$ cat src/rtl/gpio_chg_pkg.sv
// Package: shared helpers for the GPIO change-interrupt block.
// Assumes ports are equal-width slices of one flat pin vector.
package gpio_chg_pkg;

    // Pad driver flavour selected at build time.
    typedef enum logic {
        PAD_PUSH_PULL  = 1'b0,
        PAD_OPEN_DRAIN = 1'b1
    } pad_kind_e;

    // Width of a counter that must reach the value lim.
    function automatic int unsigned cnt_width(input int unsigned lim);
        return (lim < 2) ? 1 : $clog2(lim + 1);
    endfunction

endpackage

$ cat src/rtl/gpio_sync.sv
// Module: multi-stage synchronizer for asynchronous pin levels.
// Assumes each bit is sampled independently; no bus coherency is implied.
module gpio_sync #(
    parameter int unsigned WIDTH  = 16,
    parameter int unsigned STAGES = 2
) (
    input  logic             clk,
    input  logic             rst_n,
    input  logic [WIDTH-1:0] d_async,
    output logic [WIDTH-1:0] q_sync
);
    logic [WIDTH-1:0] chain_q [STAGES];

    genvar s;
    generate
        for (s = 0; s < STAGES; s++) begin : g_stage
            if (s == 0) begin : g_first
                // First stage samples the raw pin levels.
                always_ff @(posedge clk) begin
                    if (!rst_n) chain_q[0] <= '0;
                    else        chain_q[0] <= d_async;
                end
            end else begin : g_next
                // Later stages resolve metastability.
                always_ff @(posedge clk) begin
                    if (!rst_n) chain_q[s] <= '0;
                    else        chain_q[s] <= chain_q[s-1];
                end
            end
        end
    endgenerate

    assign q_sync = chain_q[STAGES-1];
endmodule

$ cat src/rtl/gpio_port_slice.sv
// Module: one port's snapshot, readback capture and change detect.
// Assumes sync_bits is already synchronized; settle reloads the snapshot.
module gpio_port_slice #(
    parameter int unsigned PW = 8
) (
    input  logic          clk,
    input  logic          rst_n,
    input  logic          settle,
    input  logic          rd_stb,
    input  logic [PW-1:0] sync_bits,
    input  logic [PW-1:0] pol_bits,
    input  logic [PW-1:0] cfg_bits,
    output logic [PW-1:0] rd_byte,
    output logic          chg
);
    logic [PW-1:0] snap_q;
    logic [PW-1:0] rd_q;

    // Snapshot of raw levels, reloaded on read or while settling.
    always_ff @(posedge clk) begin
        if (!rst_n)                snap_q <= '0;
        else if (settle || rd_stb) snap_q <= sync_bits;
    end

    // Readback byte with polarity applied, formed on the read strobe.
    always_ff @(posedge clk) begin
        if (!rst_n)      rd_q <= '0;
        else if (rd_stb) rd_q <= sync_bits ^ pol_bits;
    end

    // Raw mismatch on input-configured pins only.
    always_comb begin
        chg = |((sync_bits ^ snap_q) & cfg_bits);
    end

    assign rd_byte = rd_q;
endmodule

$ cat src/rtl/gpio_pad_drive.sv
// Module: pad enable/data generation for push-pull or open-drain pads.
// Assumes cfg bit 1 = input; purely combinational.
module gpio_pad_drive #(
    parameter int unsigned                 WIDTH = 16,
    parameter gpio_chg_pkg::pad_kind_e     KIND  = gpio_chg_pkg::PAD_PUSH_PULL
) (
    input  logic [WIDTH-1:0] out_val,
    input  logic [WIDTH-1:0] cfg_val,
    output logic [WIDTH-1:0] pad_oe,
    output logic [WIDTH-1:0] pad_do
);
    generate
        if (KIND == gpio_chg_pkg::PAD_OPEN_DRAIN) begin : g_od
            // Only a low output is driven; a high output is released.
            always_comb begin
                pad_oe = ~cfg_val & ~out_val;
                pad_do = '0;
            end
        end else begin : g_pp
            // Outputs drive their value both ways.
            always_comb begin
                pad_oe = ~cfg_val;
                pad_do = out_val;
            end
        end
    endgenerate
endmodule

$ cat src/rtl/gpio_chg_irq.sv
// Module: top of the GPIO pin block: synchronizer, per-port slices,
// pad drive and the registered active-low change interrupt.
// Assumes the register file holds out/pol/cfg and pulses rd_stb per port.
module gpio_chg_irq
    import gpio_chg_pkg::*;
#(
    parameter int unsigned NUM_PORTS   = 2,
    parameter int unsigned PORT_W      = 8,
    parameter int unsigned SYNC_STAGES = 2,
    parameter bit          OPEN_DRAIN  = 1'b0
) (
    input  logic                        clk,
    input  logic                        rst_n,
    input  logic [NUM_PORTS*PORT_W-1:0] out_val,
    input  logic [NUM_PORTS*PORT_W-1:0] pol_val,
    input  logic [NUM_PORTS*PORT_W-1:0] cfg_val,
    input  logic [NUM_PORTS-1:0]        rd_stb,
    input  logic [NUM_PORTS*PORT_W-1:0] pin_in,
    output logic [NUM_PORTS*PORT_W-1:0] rd_data,
    output logic                        irq_n,
    output logic [NUM_PORTS*PORT_W-1:0] pad_oe,
    output logic [NUM_PORTS*PORT_W-1:0] pad_do
);
    localparam int unsigned W       = NUM_PORTS * PORT_W;
    localparam int unsigned ARM_N   = SYNC_STAGES + 1;
    localparam int unsigned AW      = cnt_width(ARM_N);
    localparam logic [AW-1:0] ARM_LIM = AW'(ARM_N);
    localparam pad_kind_e  KIND     = OPEN_DRAIN ? PAD_OPEN_DRAIN : PAD_PUSH_PULL;

    logic [W-1:0]         pin_sync;
    logic [NUM_PORTS-1:0] port_chg;
    logic [AW-1:0]        arm_q;
    logic                 settling;
    logic                 irq_n_q;

    gpio_sync #(.WIDTH(W), .STAGES(SYNC_STAGES)) u_sync (
        .clk     (clk),
        .rst_n   (rst_n),
        .d_async (pin_in),
        .q_sync  (pin_sync)
    );

    // Post-reset settle counter; snapshots track pins until it saturates.
    always_ff @(posedge clk) begin
        if (!rst_n)        arm_q <= '0;
        else if (settling) arm_q <= arm_q + 1'b1;
    end

    assign settling = (arm_q != ARM_LIM);

    genvar p;
    generate
        for (p = 0; p < NUM_PORTS; p++) begin : g_port
            gpio_port_slice #(.PW(PORT_W)) u_slice (
                .clk       (clk),
                .rst_n     (rst_n),
                .settle    (settling),
                .rd_stb    (rd_stb[p]),
                .sync_bits (pin_sync[p*PORT_W +: PORT_W]),
                .pol_bits  (pol_val[p*PORT_W +: PORT_W]),
                .cfg_bits  (cfg_val[p*PORT_W +: PORT_W]),
                .rd_byte   (rd_data[p*PORT_W +: PORT_W]),
                .chg       (port_chg[p])
            );
        end
    endgenerate

    // Registered interrupt: low while any port reports a mismatch.
    always_ff @(posedge clk) begin
        if (!rst_n)        irq_n_q <= 1'b1;
        else if (settling) irq_n_q <= 1'b1;
        else               irq_n_q <= ~(|port_chg);
    end

    assign irq_n = irq_n_q;

    gpio_pad_drive #(.WIDTH(W), .KIND(KIND)) u_pad (
        .out_val (out_val),
        .cfg_val (cfg_val),
        .pad_oe  (pad_oe),
        .pad_do  (pad_do)
    );
endmodule

$ cat config.mk
export PLATFORM = sky130hd
export DESIGN_NAME = gpio_chg_irq
export DESIGN_NICKNAME = d
export VERILOG_FILES = /design/src/rtl/gpio_chg_pkg.sv /design/src/rtl/gpio_sync.sv /design/src/rtl/gpio_port_slice.sv /design/src/rtl/gpio_pad_drive.sv /design/src/rtl/gpio_chg_irq.sv
export SDC_FILE = /design/constraint.sdc
export NUM_CORES = 1
export LEC_CHECK = 0
export CORE_MARGIN = 2
export CORE_UTILIZATION = 45
export DETAILED_ROUTE_END_ITERATION = 8
export GPL_TIMING_DRIVEN = 1
export PLACE_DENSITY = 0.85
export RECOVER_POWER = 50
export SYNTH_ARGS = -nofsm -noshare
export SYNTH_HDL_FRONTEND = slang
export SYNTH_SLANG_ARGS = --single-unit
$ cat constraint.sdc
create_clock -name clk -period 1.9 [get_ports clk]
set_input_delay 0.38 -clock clk [delete_from_list [all_inputs] [get_ports clk]]
set_output_delay 0.38 -clock clk [all_outputs]
set_load 0.05 [all_outputs]
==> summary.txt, run 1 <==
Total track usage: 0.182
Setup TNS: 0 ns
Reg2reg end: g_port[1].u_slice.snap_q[7]$_SDFFE_PN0P_
H-tree depth: 3
Most frequent cells in the layout: dfxtp_1, clkdlybuf4s50_1, xnor2_1
Top cells by area, synth: dfxtp_1, xnor2_1, and2_1
Worst Tran Pin Value: 0.889 ns
Util after Layout: 0.651
# setup viols final: 0
Clk Latency, worst-skew pair: 0.32 ns
Port-buffer cells: 84
Setup WS post-layout: 0.0371 ns
R2R Setup Slk: 0.48 ns
Diode count: 0
Leak Pwr: 1.75 nW
Final Hold Slack: 0.431 ns
IO Pins: 117
Pwr Density: 847 nW/um2
Avg Inst Size Synth: 10.4 um2
Synth top area share: 0.499
Commonest non-fill, non-tap cell in the layout: dfxtp_1
Maximum vdd ir drop: 0.000481 V
Total Wirelength: 5.65 mm
Die area: 6610 um2
CP Capture Type: output port
# fillers: 474
Total of max-cap violations: 0
DRC violations left: 0
Nets: 401
Antenna violations before repair: 0
Pins Over Slew Limit: 0
RSZ-0062 raised after global routing: no
Critical-path cell list: clkdlybuf4s50_1
Core ar.: 5850 um2
Area leader, netlist: dfxtp_1
Multi-input gate area: 1100 um2
Crit-path leading delay family: buffers and inverters
Synth warnings: 0
Mapped cell area: 2690 um2
Clock Tree Buf Depth: 2
Initial core utilization: 0.460
GRT overflow: 0
Post-placement cell count: 396
Syn Nets: 327
Synth unique cells: 18
DP HPWL: 4.41 mm
CP Max Fanout: 2
Die Wd: 81.3 um
Min-delay worst type: register to register
Cts bufs inserted: 9
Vias: 1894
Hold Vio Cnt, Final: 0
Register area: 1340 um2
First-pass GRT wire length: 8.94 mm
Detailed-route vias per instance: 4.61
Site row count: 28
Slowest stage delay, CP: 0.82 ns
CTS tree: yes
Area grow syn2layout: 41.7%
Min-delay src: u_sync.chain_q[0][10]$_SDFF_PN0_
Slew headroom: 0.407
CP startpoint kind: register
Worst hold stages: 1
Reg2reg start: arm_q[0]$_SDFFE_PN0P_
Status: finished clean
Pre-antenna DRT Iters: 4
F_max: 537 MHz
Antenna Violating Nets Remaining: 0
Cells after Synth: 258
Post-CTS setup-driven buffer insertion count: 0
WP buf/inv: 1
Clock Skew: 0.00435 ns
CTS sink cnt: 67
Final worst-path cycle share: 0.980
Seq/Total Area, Yosys: 0.499
Clk pin slew, worst setup/hold paths: 0.06 ns
Number of global-route vias before repair: 1918
CP max-delay cell: clkdlybuf4s50_1
Final Wtd Congestion: 0.777
Minimum clock period: 1.86 ns
Arrival time at the worst endpoint: 1.48 ns
Root buf cell: clkbuf_8
Finished Layout Cells: 411
Avg WL per Cell: 13.7 um
Critical Path RT: 1.52 ns
CP Class: register to output port
Seq cells post-synth: 67
Hold Path End: u_sync.chain_q[1][10]$_SDFF_PN0_
Detailed Route Iter0 Violations: 85
Post-Place Setup Slack: 0.242 ns
Height of the die: 81.3 um
Layout cells sized above 1: 0.101
Largest net degree at the start of global routing: 25
R2r worst-path depth: 5
-- registers in the layout, summed over array words and instances, names as in the netlist --
register and cells:
irq_n 1, arm_q 2, g_port.u_slice.snap_q 16, u_sync.chain_q 32, g_port.u_slice.rd_byte 16
-- logic make-up (layout without fill, tap and decap cells) --
| logic type | count (synthesis) | in the layout | synth area share |
|---|---|---|---|
| AND/OR/NAND/NOR | 70 | 70 | 0.149 |
| XOR/XNOR | 33 | 33 | 0.107 |
| multiplexers | 17 | 17 | 0.0633 |
| AO/OA/AOI/OAI | 25 | 25 | 0.0833 |
| buffers and inverters | 45 | 123 | 0.0931 |
| flip-flops | 67 | 67 | 0.499 |
| adder cells (fa/ha/maj) | 1 | 1 | 0.00465 |
-- worst max path at each step --
stage | from | end | slack [ns] | cells past startpoint
finish | g_port[0].u_slice.rd_byte[4]$_SDFFE_PN0P_ | rd_data[4] | 0.04 | 1
global route | g_port[0].u_slice.rd_byte[6]$_SDFFE_PN0P_ | rd_data[6] | 0.00009 | 1
CTS | g_port[1].u_slice.rd_byte[2]$_SDFFE_PN0P_ | rd_data[10] | 0.007 | 1
detailed placement | cfg_val[6] | irq_n$_SDFF_PP1_ | 0.24 | 5
global placement | rd_stb[1] | g_port[1].u_slice.snap_q[2]$_SDFFE_PN0P_ | 0.29 | 5
floorplan | cfg_val[2] | irq_n$_SDFF_PP1_ | 0.56 | 4
-- synth_stat cells --
cell      number
dfxtp_1       67
and2_1        33
xnor2_1       29
buf_4         20
mux2i_1       17
nand2_1       17
nor2b_1       17
inv_1         16
o211a_1       16
o22ai_1        6
buf_2          5
clkbuf_1       4
xor2_1         4
a221oi_1       2
nand2b_1       2
a31o_1         1
ha_1           1
nor4_2         1
-- worst register-to-register path: stages, from the launching register on --
cell and delay, ns:
dfxtp_1 0.33, ha_1 0.29, nand2b_1 0.20, buf_4 0.21
mux2i_1 0.22, nor2b_1 0.07
-- metal layers --
metal,share of wire,global-route usage,vias up,wire length (um)
li1,-,-,959,-
met1,0.40,0.206,870,2270
met2,0.53,0.313,59,2970
met3,0.055,0.0422,6,310
met4,0.016,0.103,0,93
met5,0,0,-,0
-- area by class of cell --
| type | count | area share |
|---|---|---|
| inverters | 16 | 0.0158 |
| well taps | 75 | 0.0246 |
| clock buffers | 12 | 0.0355 |
| multi-input cells | 146 | 0.288 |
| clock inverters | 3 | 0.0105 |
| flip-flops and latches | 67 | 0.352 |
| repair buffers | 92 | 0.274 |
-- per-stage QoR --
| step | cell area [um2] | power, mW |
|---|---|---|
| floorplan | 2690 | 2.01 |
| global placement | 3650 | 2.19 |
| detailed placement | 3650 | 2.21 |
| CTS | 3820 | 3.27 |
| global route | 3810 | 3.37 |
| finish | 3810 | 3.23 |
-- where the power goes --
| part | switching [mW] | internal [mW] | total, mW | leakage (nW) |
|---|---|---|---|---|
| Combinational | 0.316 | 0.323 | 0.639 | 1.10 |
| Clock | 0.459 | 0.596 | 1.06 | 0.0902 |
| Sequential | 0.0491 | 1.48 | 1.53 | 0.553 |
| Total | 0.824 | 2.40 | 3.23 | 1.75 |
-- repair_timing --
action	CTS	global route
endpoints found under the hold margin	0	0
setup endpoints to repair	0	2
hold buffers	0	0
gates resized for setup	0	2
No activity file was read; power rests on OpenSTA's default activity.
==> inputs of run 2 (changes only) <==
--- a/config.mk
+++ b/config.mk
@@ -11,6 +11,8 @@
 export GPL_TIMING_DRIVEN = 1
 export PLACE_DENSITY = 0.85
 export RECOVER_POWER = 50
+export REMOVE_ABC_BUFFERS = 1
+export SLEW_MARGIN = 10
 export SYNTH_ARGS = -nofsm -noshare
 export SYNTH_HDL_FRONTEND = slang
 export SYNTH_SLANG_ARGS = --single-unit
==> run 2 against run 1 <==
Net effect: power increased by 11%; flip-flop and latch count unchanged; clock-buffer cell count is the same; sequential power about the same; critical path depth stayed put; utilization is 1.4 points higher; highest routed layer unchanged.
==> summary.txt, run 2 (synthesis gave the netlist of run 1 again) <==
Status: finished clean
Most frequent cells in the layout: dfxtp_1, clkdlybuf4s50_1, xnor2_1
Final instance area: 3890 um2 (+2.1%)
WP buf/inv: 1 (unchanged)
Pre-antenna DRT Iters: 4 (unchanged)
Layout cells sized above 1: 0.119 (+0.0175)
Diode count: 0 (unchanged)
Die Wd: 81.3 um (unchanged)
CP Capture Type: output port
IO Pins: 117 (unchanged)
Port-buffer cells: 84 (unchanged)
CP max-delay cell: clkdlybuf4s50_1
CP Class: register to output port
Reg2reg start: arm_q[0]$_SDFFE_PN0P_
R2R Setup Slk: 0.62 ns (+0.14 ns)
Placed Area: 3660 um2 (+0.27%)
Initial core utilization: 0.460 (unchanged)
Cts bufs inserted: 9 (unchanged)
Total of max-cap violations: 0 (unchanged)
Die area: 6610 um2 (unchanged)
CTS sink cnt: 67 (unchanged)
Critical Path RT: 1.52 ns (about the same)
RSZ-0062 raised after global routing: no
Leak Pwr: 1.83 nW (+4.9%)
DRC violations left: 0 (unchanged)
Critical-path cell list: clkdlybuf4s50_1
Min-delay src: u_sync.chain_q[0][6]$_SDFF_PN0_
Area grow syn2layout: 44.7%
Reg2reg end: g_port[0].u_slice.snap_q[6]$_SDFFE_PN0P_
Hold Vio Cnt, Final: 0 (unchanged)
CP Max Fanout: 2 (unchanged)
Pins Over Slew Limit: 0 (unchanged)
Slowest stage delay, CP: 0.81 ns (about the same)
Total track usage: 0.173 (-0.00878)
Hold Path End: u_sync.chain_q[1][6]$_SDFF_PN0_
Site row count: 28 (unchanged)
Crit-path leading delay family: buffers and inverters
Largest net degree at the start of global routing: 31 (+24%)
Min-delay worst type: register to register
Vias: 1902 (+0.42%)
Clk pin slew, worst setup/hold paths: 0.07 ns (about the same)
CTS tree: yes
Post-CTS setup-driven buffer insertion count: 0 (unchanged)
Detailed-route vias per instance: 4.62 (+0.18%)
Minimum clock period: 1.86 ns (-0.00555 ns)
F_max: 538 MHz (+0.30%)
Pwr Density: 921 nW/um2 (+8.8%)
Root buf cell: clkbuf_8
Detailed Route Iter0 Violations: 45 (-47%)
Slew headroom: 0.352 (-0.0557)
Core ar.: 5850 um2 (unchanged)
Clock Tree Buf Depth: 2 (unchanged)
Crit path depth: 1 (unchanged)
GRT overflow: 0 (unchanged)
Nets: 401 (unchanged)
Post-Place Setup Slack: 0.250 ns (+0.00789 ns)
Clk Latency, worst-skew pair: 0.33 ns (about the same)
Largest register FFs: 32 (unchanged)
Maximum vdd ir drop: 0.000573 V (+19%)
Final Wtd Congestion: 0.824 (+6.1%)
Setup TNS: 0 ns (unchanged)
Avg WL per Cell: 13.1 um (-4.4%)
Height of the die: 81.3 um (unchanged)
Commonest non-fill, non-tap cell in the layout: dfxtp_1
Arrival time at the worst endpoint: 1.48 ns (about the same)
Final Hold Slack: 0.428 ns (-0.00325 ns)
# setup viols final: 0 (unchanged)
Worst Tran Pin Value: 0.972 ns (+0.0835 ns)
Biggest register: u_sync.chain_q
Clock Skew: 0.00982 ns (+0.00547 ns)
Util after Layout: 0.665 (+0.0139)
Worst hold stages: 1 (unchanged)
Total Wirelength: 5.41 mm (-4.2%)
DP HPWL: 4.03 mm (-8.6%)
Final worst-path cycle share: 0.978 (-0.00292)
CP startpoint kind: register
H-tree depth: 3 (unchanged)
Setup WS post-layout: 0.0427 ns (+0.00555 ns)
Antenna violations before repair: 0 (unchanged)
Number of global-route vias before repair: 1889 (-1.5%)
R2r worst-path depth: 5 (unchanged)
Antenna Violating Nets Remaining: 0 (unchanged)
First-pass GRT wire length: 8.50 mm (-4.9%)
-- run 2: cell type report --
type / instances / area [um2]
Tap cell: 75 / 93.8
Clock inverter: 4 / 97.6
Fill cell: 459 / 1960
Timing Repair Buffer: 92 / 1060
Inverter: 16 / 60.1
Clock buffer: 12 / 145
Multi-Input combinational cell: 146 / 1100
Sequential cell: 67 / 1340
-- run 2: layer usage --
layer / vias to the layer above / share of wire / GRT usage / wire length (um)
li1: 958 / - / - / -
met4: 0 / 0.022 / 0.100 / 119
met5: - / 0 / 0.0333 / 0
met1: 856 / 0.41 / 0.199 / 2230
met2: 75 / 0.50 / 0.280 / 2680
met3: 13 / 0.071 / 0.0556 / 385
-- run 2: where the power goes --
part	switching [mW]	internal, mW	total (mW)
sequential	0.0439	1.48	1.53
clock	0.514	0.909	1.42
combinational	0.310	0.324	0.635
-- run 2: how the worst max path moves through the flow --
stage,startpoint,end,slack [ns]
after detailed placement,cfg_val[6],irq_n$_SDFF_PP1_,0.25
after floorplan,cfg_val[2],irq_n$_SDFF_PP1_,0.56
final,g_port[1].u_slice.rd_byte[5]$_SDFFE_PN0P_,rd_data[13],0.04
after global placement,cfg_val[6],irq_n$_SDFF_PP1_,0.26
after global routing,g_port[1].u_slice.rd_byte[7]$_SDFFE_PN0P_,rd_data[15],0.003
after CTS,g_port[0].u_slice.rd_byte[6]$_SDFFE_PN0P_,rd_data[6],0.02
-- run 2: stage by stage --
stage	power, mW	std cells
detailed placement	2.21	396
floorplan	1.89	229
global route	3.73	412
global placement	2.20	396
CTS	3.63	412
finish	3.59	412
-- run 2: what timing repair did --
action                                  in CTS  in global routing
gates resized for setup                      0                  5
hold buffers                                 0                  0
endpoints found under the setup margin       0                  5
